[src/rtl/spiacc_pkg.sv]
package spiacc_pkg;

   typedef enum logic [1:0] {
      ST_IDLE,
      ST_SETUP,
      ST_BIT,
      ST_GAP
   } seq_state_e;

   typedef enum logic [1:0] {
      PH_LOW,
      PH_DATA,
      PH_HIGH
   } bit_phase_e;

   function automatic int unsigned cnt_width(input int unsigned n);
      return (n > 1) ? $clog2(n) : 1;
   endfunction

endpackage

[src/rtl/spiacc_phase_timer.sv]
module spiacc_phase_timer #(
   parameter int unsigned PHASE_CLKS = 4
) (
   input  logic clk,
   input  logic rst_n,
   input  logic run,
   output logic tick
);
   localparam int unsigned CW   = spiacc_pkg::cnt_width(PHASE_CLKS);
   localparam int unsigned LAST = PHASE_CLKS - 1;

   generate
      if (PHASE_CLKS < 1) begin : g_bad_phase
         $error("PHASE_CLKS must be at least 1");
      end
   endgenerate

   logic [CW-1:0] cnt_q;

   assign tick = run && (cnt_q == CW'(LAST));

   always_ff @(posedge clk or negedge rst_n) begin
      if (!rst_n) begin
         cnt_q <= '0;
      end else if (!run || tick) begin
         cnt_q <= '0;
      end else begin
         cnt_q <= cnt_q + 1'b1;
      end
   end
endmodule

[src/rtl/spiacc_sequencer.sv]
module spiacc_sequencer
   import spiacc_pkg::*;
#(
   parameter int unsigned CHIP_W     = 7,
   parameter int unsigned MAP_W      = 8,
   parameter int unsigned DATA_W     = 8,
   parameter int unsigned GAP_PHASES = 1
) (
   input  logic clk,
   input  logic rst_n,
   input  logic tick,
   input  logic start,
   input  logic rd_nwr,
   output logic busy,
   output logic done,
   output logic cs_n,
   output logic sclk,
   output logic load_first,
   output logic load_second,
   output logic drive_bit,
   output logic sample_bit,
   output logic shift_bit,
   output logic end_frame,
   output logic commit_rd
);
   localparam int unsigned FR_WR   = CHIP_W + 1 + MAP_W + DATA_W;
   localparam int unsigned FR_RA   = CHIP_W + 1 + MAP_W;
   localparam int unsigned FR_RB   = CHIP_W + 1 + DATA_W;
   localparam int unsigned CNT_W   = cnt_width(FR_WR);
   localparam int unsigned GAP_W   = cnt_width(GAP_PHASES);

   generate
      if (GAP_PHASES < 1) begin : g_bad_gap
         $error("GAP_PHASES must be at least 1");
      end
      if (CHIP_W + 1 != DATA_W) begin : g_bad_addr
         $error("address byte must be as wide as the data byte");
      end
   endgenerate

   seq_state_e       state_q;
   bit_phase_e       sub_q;
   logic [CNT_W-1:0] bits_left_q;
   logic [CNT_W-1:0] frame_last;
   logic [GAP_W-1:0] gap_q;
   logic             rd_q;
   logic             second_q;
   logic             cs_n_q;
   logic             sclk_q;
   logic             done_q;
   logic             in_bit;
   logic             last_bit;

   assign in_bit      = (state_q == ST_BIT) && tick;
   assign last_bit    = (bits_left_q == '0);
   assign load_first  = (state_q == ST_IDLE) && start;
   assign load_second = (state_q == ST_GAP) && tick && (gap_q == '0);
   assign drive_bit   = in_bit && (sub_q == PH_LOW);
   assign sample_bit  = in_bit && (sub_q == PH_DATA);
   assign shift_bit   = in_bit && (sub_q == PH_HIGH) && !last_bit;
   assign end_frame   = in_bit && (sub_q == PH_HIGH) && last_bit;
   assign commit_rd   = end_frame && rd_q && second_q;

   always_comb begin
      if (!rd_q)          frame_last = CNT_W'(FR_WR - 1);
      else if (!second_q) frame_last = CNT_W'(FR_RA - 1);
      else                frame_last = CNT_W'(FR_RB - 1);
   end

   always_ff @(posedge clk or negedge rst_n) begin
      if (!rst_n) begin
         state_q     <= ST_IDLE;
         sub_q       <= PH_LOW;
         bits_left_q <= '0;
         gap_q       <= '0;
         rd_q        <= 1'b0;
         second_q    <= 1'b0;
         cs_n_q      <= 1'b1;
         sclk_q      <= 1'b1;
         done_q      <= 1'b0;
      end else begin
         done_q <= 1'b0;
         case (state_q)
            ST_IDLE: begin
               if (start) begin
                  rd_q     <= rd_nwr;
                  second_q <= 1'b0;
                  cs_n_q   <= 1'b0;
                  state_q  <= ST_SETUP;
               end
            end
            ST_SETUP: begin
               if (tick) begin
                  state_q     <= ST_BIT;
                  sub_q       <= PH_LOW;
                  sclk_q      <= 1'b0;
                  bits_left_q <= frame_last;
               end
            end
            ST_BIT: begin
               if (tick) begin
                  case (sub_q)
                     PH_LOW: sub_q <= PH_DATA;
                     PH_DATA: begin
                        sub_q  <= PH_HIGH;
                        sclk_q <= 1'b1;
                     end
                     default: begin
                        if (!last_bit) begin
                           bits_left_q <= bits_left_q - 1'b1;
                           sub_q       <= PH_LOW;
                           sclk_q      <= 1'b0;
                        end else begin
                           cs_n_q <= 1'b1;
                           if (rd_q && !second_q) begin
                              state_q <= ST_GAP;
                              gap_q   <= GAP_W'(GAP_PHASES - 1);
                           end else begin
                              done_q  <= 1'b1;
                              state_q <= ST_IDLE;
                           end
                        end
                     end
                  endcase
               end
            end
            default: begin
               if (tick) begin
                  if (gap_q == '0) begin
                     cs_n_q   <= 1'b0;
                     second_q <= 1'b1;
                     state_q  <= ST_SETUP;
                  end else begin
                     gap_q <= gap_q - 1'b1;
                  end
               end
            end
         endcase
      end
   end

   assign busy = (state_q != ST_IDLE);
   assign done = done_q;
   assign cs_n = cs_n_q;
   assign sclk = sclk_q;

   assert_idle_lines_R1: assert property (@(posedge clk) disable iff (!rst_n)
      !busy |-> (cs_n && sclk));

   assert_clk_high_deselected_R3: assert property (@(posedge clk) disable iff (!rst_n)
      cs_n |-> sclk);

   assert_done_single_R9: assert property (@(posedge clk) disable iff (!rst_n)
      done |=> !done);

   assert_done_at_release_R9: assert property (@(posedge clk) disable iff (!rst_n)
      done |-> (cs_n && !busy && !$past(cs_n)));
endmodule

[src/rtl/spiacc_shifter.sv]
module spiacc_shifter #(
   parameter int unsigned CHIP_W = 7,
   parameter int unsigned MAP_W  = 8,
   parameter int unsigned DATA_W = 8
) (
   input  logic              clk,
   input  logic              rst_n,
   input  logic              load_first,
   input  logic              load_second,
   input  logic              rd_nwr,
   input  logic [CHIP_W-1:0] chip_addr,
   input  logic [MAP_W-1:0]  map_addr,
   input  logic [DATA_W-1:0] wdata,
   input  logic              drive_bit,
   input  logic              sample_bit,
   input  logic              shift_bit,
   input  logic              end_frame,
   input  logic              commit_rd,
   input  logic              miso,
   output logic              mosi,
   output logic [DATA_W-1:0] rdata
);
   localparam int unsigned FR_W = CHIP_W + 1 + MAP_W + DATA_W;

   logic [FR_W-1:0]   tx_q;
   logic [CHIP_W-1:0] chip_q;
   logic [DATA_W-1:0] rx_q;
   logic [DATA_W-1:0] rdata_q;
   logic              mosi_q;
   logic [DATA_W-1:0] data_field;

   assign data_field = rd_nwr ? '0 : wdata;

   always_ff @(posedge clk or negedge rst_n) begin
      if (!rst_n) begin
         tx_q   <= '0;
         chip_q <= '0;
      end else if (load_first) begin
         chip_q <= chip_addr;
         tx_q   <= {chip_addr, 1'b0, map_addr, data_field};
      end else if (load_second) begin
         tx_q   <= {chip_q, 1'b1, {(MAP_W + DATA_W){1'b0}}};
      end else if (shift_bit) begin
         tx_q   <= {tx_q[FR_W-2:0], 1'b0};
      end
   end

   always_ff @(posedge clk or negedge rst_n) begin
      if (!rst_n) begin
         mosi_q <= 1'b0;
      end else if (drive_bit) begin
         mosi_q <= tx_q[FR_W-1];
      end else if (end_frame) begin
         mosi_q <= 1'b0;
      end
   end

   always_ff @(posedge clk or negedge rst_n) begin
      if (!rst_n) begin
         rx_q    <= '0;
         rdata_q <= '0;
      end else begin
         if (sample_bit) rx_q <= {rx_q[DATA_W-2:0], miso};
         if (commit_rd)  rdata_q <= rx_q;
      end
   end

   assign mosi  = mosi_q;
   assign rdata = rdata_q;
endmodule

[src/rtl/spiacc_master.sv]
module spiacc_master #(
   parameter int unsigned PHASE_CLKS = 4,
   parameter int unsigned GAP_PHASES = 1,
   parameter int unsigned CHIP_W     = 7,
   parameter int unsigned MAP_W      = 8,
   parameter int unsigned DATA_W     = 8
) (
   input  logic              clk,
   input  logic              rst_n,
   input  logic              start,
   input  logic              rd_nwr,
   input  logic [CHIP_W-1:0] chip_addr,
   input  logic [MAP_W-1:0]  map_addr,
   input  logic [DATA_W-1:0] wdata,
   output logic              busy,
   output logic              done,
   output logic [DATA_W-1:0] rdata,
   output logic              cs_n,
   output logic              sclk,
   output logic              mosi,
   input  logic              miso
);
   localparam int unsigned HOLD_W = $clog2(PHASE_CLKS + 1);

   logic tick;
   logic load_first;
   logic load_second;
   logic drive_bit;
   logic sample_bit;
   logic shift_bit;
   logic end_frame;
   logic commit_rd;

   spiacc_phase_timer #(
      .PHASE_CLKS (PHASE_CLKS)
   ) i_timer (
      .clk   (clk),
      .rst_n (rst_n),
      .run   (busy),
      .tick  (tick)
   );

   spiacc_sequencer #(
      .CHIP_W     (CHIP_W),
      .MAP_W      (MAP_W),
      .DATA_W     (DATA_W),
      .GAP_PHASES (GAP_PHASES)
   ) i_seq (
      .clk         (clk),
      .rst_n       (rst_n),
      .tick        (tick),
      .start       (start),
      .rd_nwr      (rd_nwr),
      .busy        (busy),
      .done        (done),
      .cs_n        (cs_n),
      .sclk        (sclk),
      .load_first  (load_first),
      .load_second (load_second),
      .drive_bit   (drive_bit),
      .sample_bit  (sample_bit),
      .shift_bit   (shift_bit),
      .end_frame   (end_frame),
      .commit_rd   (commit_rd)
   );

   spiacc_shifter #(
      .CHIP_W (CHIP_W),
      .MAP_W  (MAP_W),
      .DATA_W (DATA_W)
   ) i_shift (
      .clk         (clk),
      .rst_n       (rst_n),
      .load_first  (load_first),
      .load_second (load_second),
      .rd_nwr      (rd_nwr),
      .chip_addr   (chip_addr),
      .map_addr    (map_addr),
      .wdata       (wdata),
      .drive_bit   (drive_bit),
      .sample_bit  (sample_bit),
      .shift_bit   (shift_bit),
      .end_frame   (end_frame),
      .commit_rd   (commit_rd),
      .miso        (miso),
      .mosi        (mosi),
      .rdata       (rdata)
   );

   // Run-length monitor of sclk for the phase-length check.
   logic              sclk_d;
   logic [HOLD_W-1:0] hold_q;

   always_ff @(posedge clk or negedge rst_n) begin
      if (!rst_n) begin
         sclk_d <= 1'b1;
         hold_q <= HOLD_W'(PHASE_CLKS);
      end else begin
         sclk_d <= sclk;
         if (sclk != sclk_d)                   hold_q <= HOLD_W'(1);
         else if (hold_q != HOLD_W'(PHASE_CLKS)) hold_q <= hold_q + 1'b1;
      end
   end

   assert_phase_length_R3: assert property (@(posedge clk) disable iff (!rst_n)
      (sclk != sclk_d) |-> (hold_q >= HOLD_W'(PHASE_CLKS)));

   assert_data_stable_high_R4: assert property (@(posedge clk) disable iff (!rst_n)
      (sclk && $past(sclk) && !cs_n && !$past(cs_n)) |-> $stable(mosi));

   assert_mosi_low_deselected_R11: assert property (@(posedge clk) disable iff (!rst_n)
      cs_n |-> !mosi);
endmodule

[config.mk]
export PLATFORM = sky130hd
export DESIGN_NAME = spiacc_master
export DESIGN_NICKNAME = d
export VERILOG_FILES = /design/src/rtl/spiacc_pkg.sv /design/src/rtl/spiacc_phase_timer.sv /design/src/rtl/spiacc_sequencer.sv /design/src/rtl/spiacc_shifter.sv /design/src/rtl/spiacc_master.sv
export SDC_FILE = /design/constraint.sdc
export NUM_CORES = 1
export LEC_CHECK = 0
export CELL_PAD_IN_SITES_DETAIL_PLACEMENT = 1
export CELL_PAD_IN_SITES_GLOBAL_PLACEMENT = 2
export CORE_MARGIN = 2
export CORE_UTILIZATION = 36
export DETAILED_ROUTE_END_ITERATION = 6
export HOLD_SLACK_MARGIN = 0.05
export PLACE_DENSITY = 0.9
export SLEW_MARGIN = 20
export SYNTH_ARGS = -nofsm -noshare
export SYNTH_HDL_FRONTEND = slang
export SYNTH_SLANG_ARGS = --single-unit
[constraint.sdc]
create_clock -name clk -period 2.6 [get_ports clk]
set_input_delay 0.52 -clock clk [delete_from_list [all_inputs] [get_ports clk]]
set_output_delay 0.52 -clock clk [all_outputs]
set_load 0.05 [all_outputs]
==> flow_metrics.tcl, run 1 <==
set metrics [dict create \
    outcome "finished clean" \
    insertion_delay_ns 0.34 \
    routed-via-count 2445 \
    setup_viol 0 \
    power.density_nw_per_um2 489 \
    synth-simple-area-share_pct 12.9 \
    synthCells 298 \
    synth_warnings 0 \
    hold_viol 0 \
    synth.distinct_cells 40 \
    path_cells "inv_1 -> ha_1 -> nor4b_4 -> nor3b_2 -> and3_1 -> mux2_2" \
    crit_family "simple AND/OR/NAND/NOR gates" \
    fp.dieW_um 98.9 \
    place_hpwl_mm 5.39 \
    cts_max_level 3 \
    fin_crit_ns 2.33 \
    cts_tree "built" \
    synth_edf_count 0 \
    cts-root-buf "clkbuf_8" \
    synth.top_cell.area_share_pct 47.9 \
    ir_worst_vdd_uv 291 \
    nets 378 \
    end_kind "flip-flop" \
    rsz0062_at_grt "false" \
    cts_hold_repair.buffers 0 \
    maxCapViolCount 0 \
    crit_required_ns 2.83 \
    wl_mm 7.57 \
    dpl.cell_count 440 \
    crit_arrival_ns 2.56 \
    crit_type "flip-flop to flip-flop" \
    drt-initial-drc-count 61 \
    multi_input_area_um2 1510 \
    min-delay-path-class "input port to async pin" \
    seq_area_frac_synth_pct 49.5 \
    syn_area_per_cell_um2 10.9 \
    synth-main-ff-cell "dfrtp_1" \
    synthesis.area_um2 3240 \
    cts_buffers 9 \
    grt_pass1_wl_mm 12.8 \
    dieArea_um2 9780 \
    ys_top_cells_by_area "dfrtp_1 (48%), mux2_2 (14%), a21oi_1 (3.2%)" \
    fmax_mhz 429 \
    antenna_left 0 \
    rows 34 \
    io_pins 41 \
    io_buffer_count 40 \
    async_flop_share_pct 100 \
    fin_util_pct 45.7 \
    finClkSkew_ns 0.00832 \
    grt_max_degree 65 \
    diodes 0 \
    drc 0 \
    viasPerCell 5.36 \
    synth-seq-cells 64 \
    seqCellArea_um2 1600 \
    maxSlewHeadroom_pct 61.2 \
    cts_buffer_depth 2 \
    leakagePower_nw 1.81 \
    antenna_found_initial 0 \
    synth_nets 333 \
    nFillCells 953 \
    critPathBufInv 1 \
    start_util_pct 37.2 \
    synthXorXnorAreaFrac_pct 0 \
    post_cts_buffers 0 \
    grt_pass1_vias 2647 \
    synth_compound_area_share_pct 14.6 \
    grt_remaining_overflow 0 \
    worstMarginPinSlew_ns 0.581 \
    final_max_slew_viol_count 0 \
    layout-drive-gt1-share_pct 21.6 \
    cp_slowest_cell "nor4b_4" \
    die_h_um 98.9 \
    start_kind "flip-flop" \
    cts.clk_slew.worst_paths_ns 0.08 \
    synthAdderAreaFrac_pct 2.70 \
    clock-sinks 64 \
    coreArea_um2 8720 \
    placed_area_um2 3790 \
    ctsResizeCount 0 \
    stdcell_area_um2 3980 \
    synthMuxAreaShare_pct 16.0 \
    min_period_over_period_pct 89.7 \
    cp_max_fo 8 \
    fin_cells 456 \
    track_usage_pct 16.4 \
    gp_congestion 0.796 \
    firstDrtPassIters 4 \
    synth_top_family_by_area "multiplexers" \
    finalSetupTns_ns 0 \
    crit_path_max_incr_delay_ns 0.49 \
    syn2layout_area_growth_pct 22.9 \
    wl_per_cell_um 16.6 \
    yosys.area.top_type "dfrtp_1" \
]
flip-flops by register name (all words and copies together), names as in the netlist:
signal             flops
i_shift.rdata          8
i_seq.second_q         1
i_shift.chip_q         7
i_seq.sclk             1
i_shift.tx_q          24
i_timer.cnt_q          2
i_seq.bits_left_q      5
i_seq.sub_q            2
i_seq.rd_q             1
i_seq.cs_n             1
i_shift.mosi           1
i_seq.state_q          2
i_seq.done             1
i_shift.rx_q           8
routing by layer:
layer / routed length [µm] / up-vias / share of wire [%] / GRT usage, %
li1: - / 1180 / - / -
met2: 3830 / 28 / 51 / 28.0
met1: 3460 / 1226 / 46 / 20.4
met5: 0 / - / 0 / 0
met3: 132 / 11 / 1.7 / 3.05
met4: 145 / 0 / 1.9 / 7.17
metrics by stage:
stage / worst slack, ns / total power [mW] / hold WS, ns
2_1_floorplan: 0.567 / 1.04 / 0.224
3_3_place_gp: 0.351 / 1.11 / 0.423
3_5_place_dp: 0.251 / 1.11 / 0.437
4_1_cts: 0.227 / 1.98 / 0.189
5_1_grt: 0.0875 / 2.02 / 0.196
6_report: 0.269 / 1.95 / 0.178
area by class of cell:
class	count	share of cell area [%]
clock buffer	10	3.20
clock inverter	6	1.73
inverter	12	1.13
multi-input combinational	204	37.8
sequential	64	40.3
tap	108	3.39
timing repair buffer	52	12.4
layout by cell type (no fill, tap or decap), types with 8 or more instances in the layout:
master           instances
clkdlybuf4s50_1         38
a21oi_1                 21
o21ai_0                 13
buf_4                   12
nand2_1                 18
mux2_2                  39
inv_1                   11
mux2i_1                  8
nand3_1                 11
dfrtp_1                 62
and3_1                   8
clkbuf_8                 9
nor2_1                  22
a31oi_1                 12
final timing paths:
kind / to / slack [ns] / startpoint / cells past startpoint
max: i_shift.rdata[3] / 0.27 / i_seq.bits_left_q[0] / 6
min: i_shift.rdata[1] / 0.18 / rst_n / 2
max reg2reg: i_shift.rdata[3] / 0.27 / i_seq.bits_left_q[0] / 6
min reg2reg: i_timer.cnt_q[0] / 0.45 / i_timer.cnt_q[0] / 1
max in group asynchronous: i_seq.cs_n / 2.10 / rst_n / 2
min in group clk: i_timer.cnt_q[0] / 0.45 / i_timer.cnt_q[0] / 1
cells by family (layout without fill, tap and decap cells):
group                    Yosys count  count (layout)
flip-flops                        64              64
AND/OR/NAND/NOR                   77              77
AO/OA/AOI/OAI                     73              73
adder cells (fa/ha/maj)            7               7
buffers and inverters             30              80
multiplexers                      47              47
cells in the mapped netlist (all sizes together) (3+ instances only):
cell type and count:
dfrtp 62, mux2 39, nor2 22, a21oi 21, nand2 18, o21ai 13
a31oi 12, buf 11, inv 11, nand3 11, and3 8, mux2i 8
a211oi 7, a22oi 7, clkbuf 7, ha 7, nor3 4, nor3b 4
o31a 3
report_power, final:
part | switching, mW | internal, mW
sequential | 0.00168 | 0.997
clock | 0.411 | 0.448
combinational | 0.0392 | 0.0521
total | 0.452 | 1.50
No activity file was read; power rests on OpenSTA's default activity.
==> run 2, diff against run 1 <==
--- a/config.mk
+++ b/config.mk
@@ -13,4 +13,5 @@
 export HOLD_SLACK_MARGIN = 0.05
 export PLACE_DENSITY = 0.9
+export RECOVER_POWER = 25
 export SLEW_MARGIN = 20
 export SYNTH_ARGS = -nofsm -noshare
==> constraint.sdc (replaced) <==
create_clock -name clk -period 2.6 [get_ports clk]
set_input_delay 0.65 -clock clk [delete_from_list [all_inputs] [get_ports clk]]
set_output_delay 0.65 -clock clk [all_outputs]
set_load 0.05 [all_outputs]
==> run 2 against run 1 <==
Worst setup slack better by 0.0020 ns. Global-route usage increased by 0.14 points. Design area increased by 0.97%. Sequential share of layout area is 0.39 points lower. Critical endpoint is now sclk. Cell count grew 0.66%. Via count fell by 0.74%. Power up 3.2%.
==> flow_metrics.tcl, run 2 (synthesis gave the netlist of run 1 again) <==
set metrics [dict create \
    wl_per_cell_um 16.5 \
    cts_buffers 9 \
    cts_hold_repair.buffers 0 \
    post_cts_buffers 0 \
    io_pins 41 \
    power_mw 2.01 \
    r2r-start "i_seq.bits_left_q[0]" \
    finClkSkew_ns 0.00979 \
    final_max_slew_viol_count 0 \
    routed-via-count 2427 \
    die_h_um 98.9 \
    firstDrtPassIters 4 \
    cts_tree "built" \
    end_kind "output pin" \
    nets 381 \
    top_usage_layer "met2" \
    grt_pass1_wl_mm 13.0 \
    r2r_slack_ns 0.31 \
    layout_commonest_cell "dfrtp_1" \
    grt_max_degree 27 \
    path_cells "clkdlybuf4s50_1" \
    gp_congestion 0.841 \
    reg2reg_depth 6 \
    io_buffer_count 40 \
    dp_slack_ns 0.310 \
    timing.hold.ws_ns 0.452 \
    maxCapViolCount 0 \
    min-delay-path-class "flip-flop to flip-flop" \
    rsz0062_at_grt "false" \
    seqCellArea_um2 1600 \
    dpl.cell_count 443 \
    nFillCells 937 \
    antenna_left 0 \
    grt_remaining_overflow 0 \
    syn2layout_area_growth_pct 24.1 \
    crit_required_ns 1.95 \
    largest_reg_flops 24 \
    track_usage_pct 16.6 \
    critPathCapture "sclk" \
    insertion_delay_ns 0.34 \
    cp_max_fo 3 \
    layout-drive-gt1-share_pct 22.2 \
    hold_viol 0 \
    fmax_mhz 429 \
    multi_input_area_um2 1510 \
    fp.dieW_um 98.9 \
    ir_worst_vdd_uv 362 \
    leakagePower_nw 1.83 \
    viasPerCell 5.29 \
    rows 34 \
    setup_viol 0 \
    cp_slowest_cell "clkdlybuf4s50_1" \
    start_util_pct 37.2 \
    drt-initial-drc-count 81 \
    grt_pass1_vias 2627 \
    cts.clk_slew.worst_paths_ns 0.08 \
    outcome "finished clean" \
    cts-root-buf "clkbuf_8" \
    finalSetupTns_ns 0 \
    startpoint "i_seq.sclk" \
    cts_max_level 3 \
    worstMarginPinSlew_ns 1.45 \
    crit_arrival_ns 1.68 \
    crit_cells 1 \
    cts_buffer_depth 2 \
    grt_use_met3_pct 3.62 \
    crit_type "flip-flop to output pin" \
    dieArea_um2 9780 \
    diodes 0 \
    min_period_over_period_pct 89.6 \
    start_kind "flip-flop" \
    final.setup.worst_slack_ns 0.271 \
    reg2reg_to "i_shift.rdata[7]" \
    critPathBufInv 1 \
    power.density_nw_per_um2 500 \
    fin_cells 459 \
    ctsResizeCount 0 \
    final_cell_mix "dfrtp_1 (62), mux2_2 (39), clkdlybuf4s50_1 (38)" \
    maxSlewHeadroom_pct 3.48 \
    coreArea_um2 8720 \
    largest-register "i_shift.tx_q" \
    grt_util_met1_pct 22.2 \
    place_hpwl_mm 5.50 \
    grt_util_met2_pct 27.0 \
    drc 0 \
    clock-sinks 64 \
    crit_path_max_incr_delay_ns 0.79 \
    wl_mm 7.59 \
    crit_family "buffers and inverters" \
    fin_crit_ns 2.33 \
    antenna_found_initial 0 \
]
## run 2: changes by cell type in the layout (fill, tap and decap cells not counted), sizes merged
cell	before	now
clkinv	4	1
clkbuf	10	12
inv	12	13
buf	14	16
clkinvlp	1	2
## run 2: worst min path at each step
stage / slack (ns) / to / from / cells after the start
2_1_floorplan: 0.35 / i_seq.bits_left_q[0] / rst_n / 0
3_3_place_gp: 0.42 / i_timer.cnt_q[0] / i_timer.cnt_q[0] / 1
3_5_place_dp: 0.44 / i_timer.cnt_q[0] / i_timer.cnt_q[0] / 1
4_1_cts: 0.32 / i_shift.chip_q[4] / rst_n / 1
5_1_grt: 0.47 / i_timer.cnt_q[0] / i_timer.cnt_q[0] / 1
6_report: 0.45 / i_timer.cnt_q[0] / i_timer.cnt_q[0] / 1
## run 2: layer usage
layer | routed length [µm] | share of wire (%)
met4 | 76 | 1.0
met5 | 0 | 0
met3 | 211 | 2.8
met2 | 3720 | 49
met1 | 3590 | 47
## run 2: power breakdown
group          switching [mW]  internal, mW  total [mW]
sequential            0.00160         0.997       0.999
clock                   0.417         0.502       0.919
combinational          0.0399        0.0528      0.0927
total                   0.459          1.55        2.01
## run 2: layout make-up
cell class,instances,share of cell area (%)
Clock buffer,11,3.76
Clock inverter,5,1.56
Inverter,12,1.12
Multi-Input combinational cell,204,37.5
Sequential cell,64,39.9
Tap cell,108,3.36
Timing Repair Buffer,55,12.8
## run 2: metrics by stage
stage               util, %  cell area (µm²)
floorplan                 -             3240
global placement       43.7             3810
detailed placement     43.7             3810
CTS                    46.1             4020
global route           46.1             4020
finish                 46.1             4020
==> run 3, diff against run 2 <==
Settings changed: CELL_PAD_IN_SITES_GLOBAL_PLACEMENT 2 to 1, CORE_UTILIZATION 36 to 44, PLACE_DENSITY 0.9 to 0.91.
==> run 3 against run 2 <==
The flow now finishes with violations (max-capacitance violations, max-slew violations). Maximum frequency decreased by 5.9%. Global-route usage is 5.3 points higher. Sequential power barely moved. Sequential share of layout area decreased by 0.32 points. Largest power group is now the clock network. Non-clock buffer count shrank 2.
==> flow_metrics.tcl, run 3 (synthesis gave the netlist of run 1 again) <==
set metrics [dict create \
    layout_commonest_cell "dfrtp_1" \
    firstDrtPassIters 5 \
    routed-via-count 2503 \
    coreArea_um2 7180 \
    layout-drive-gt1-share_pct 22.1 \
    grt_remaining_overflow 0 \
    worstMarginPinSlew_ns 1.59 \
    reg2reg_to "i_shift.tx_q[20]" \
    cts.clk_slew.worst_paths_ns 0.08 \
    drc 0 \
    clock-sinks 64 \
    r2r_slack_ns 0.12 \
    dieArea_um2 8070 \
    grt_util_met2_pct 36.0 \
    grt_util_met1_pct 28.5 \
    cts-root-buf "clkbuf_8" \
    place_hpwl_mm 5.50 \
    rsz0062_at_grt "false" \
    cts_tree "built" \
    end_kind "flip-flop" \
    rows 31 \
    top_usage_layer "met2" \
    grt_pass1_wl_mm 13.9 \
    leakagePower_nw 1.85 \
    antenna_found_initial 0 \
    failed_checks "max-capacitance violations, max-slew violations" \
    die_h_um 89.8 \
    hold_viol 0 \
    wl_mm 8.33 \
    grt_pass1_vias 2641 \
    startpoint "i_seq.state_q[0]" \
    reg2reg_depth 6 \
    grt_use_met3_pct 5.03 \
    setup_viol 0 \
    seqCellArea_um2 1600 \
    multi_input_area_um2 1510 \
    io_buffer_count 40 \
    crit_arrival_ns 2.71 \
    cts_buffers 9 \
    finalSetupTns_ns 0 \
    wl_per_cell_um 18.6 \
    timing.hold.ws_ns 0.452 \
    cts_buffer_depth 2 \
    nets 379 \
    critPathCapture "i_shift.tx_q[20]" \
    syn2layout_area_growth_pct 25.1 \
    largest_reg_flops 24 \
    cp_max_fo 10 \
    gp_congestion 0.847 \
    track_usage_pct 21.9 \
    maxCapViolCount 1 \
    crit_required_ns 2.83 \
    fin_cells 448 \
    cts_hold_repair.buffers 0 \
    start_util_pct 45.2 \
    crit_type "flip-flop to flip-flop" \
    antenna_left 0 \
    fmax_mhz 404 \
    fin_crit_ns 2.48 \
    diodes 0 \
    io_pins 41 \
    final_max_slew_viol_count 65 \
    r2r-start "i_seq.state_q[0]" \
    fp.dieW_um 89.8 \
    start_kind "flip-flop" \
    dpl.cell_count 430 \
    power.density_nw_per_um2 558 \
    cts_max_level 3 \
    drt-initial-drc-count 182 \
    largest-register "i_shift.tx_q" \
    ir_worst_vdd_uv 341 \
    finClkSkew_ns 0.0105 \
    maxSlewHeadroom_pct -6.21 \
    final_cell_mix "dfrtp_1 (62), mux2_2 (39), clkdlybuf4s50_1 (38)" \
    nFillCells 772 \
    min_period_over_period_pct 95.2 \
    outcome "complete, but fails checks" \
    viasPerCell 5.59 \
    grt_max_degree 65 \
    min-delay-path-class "flip-flop to flip-flop" \
    insertion_delay_ns 0.35 \
]
run 3: final cells by class:
class | instances | share of cell area (%)
multi-input cells | 204 | 37.2
repair buffers | 53 | 12.4
clock buffers | 11 | 3.49
flip-flops and latches | 64 | 39.6
clock inverters | 5 | 3.15
inverters | 12 | 1.11
well taps | 99 | 3.05
run 3: worst max-delay path, stage by stage (launching register included):
cell      delay, ns
dfrtp_1        0.41
inv_1          0.15
ha_1           0.41
nand4b_2       0.31
o311ai_4       0.49
buf_4          0.23
mux2_2         0.34
run 3: worst min path at each step:
stage	startpoint	endpoint	cells after the start
finish	i_timer.cnt_q[0]	i_timer.cnt_q[0]	1
global route	i_timer.cnt_q[0]	i_timer.cnt_q[0]	1
CTS	rst_n	i_shift.tx_q[4]	2
detailed placement	i_timer.cnt_q[0]	i_timer.cnt_q[0]	1
global placement	i_timer.cnt_q[0]	i_timer.cnt_q[0]	1
floorplan	rst_n	i_seq.bits_left_q[0]	0
run 3: report_power, final:
part	internal, mW	switching, mW	total, mW
logic	0.0492	0.0384	0.0876
clock network	0.761	0.416	1.18
registers	0.997	0.00170	0.999
total	1.81	0.456	2.26
run 3: repair_timing:
item,CTS,global route
endpoints found under the setup margin,0,10
resized for setup,0,2
buffers inserted,0,2
run 3: routing by layer:
| metal | up-vias | part of all wire [%] |
|---|---|---|
| li1 | 1172 | - |
| met1 | 1269 | 44 |
| met2 | 49 | 50 |
| met3 | 13 | 3.6 |
| met4 | 0 | 1.8 |
| met5 | - | 0 |
run 3: metrics by stage:
| stage | util, % | power (mW) | setup WS (ns) | cell area, µm² |
|---|---|---|---|---|
| finish | 56.5 | 2.26 | 0.125 | 4060 |
| global route | 56.5 | 2.33 | 0.0108 | 4060 |
| CTS | 56.4 | 2.29 | 0.0603 | 4050 |
| detailed placement | 52.7 | 1.11 | 0.108 | 3780 |
| global placement | 52.7 | 1.11 | 0.206 | 3780 |
| floorplan | - | 1.04 | 0.437 | 3240 |
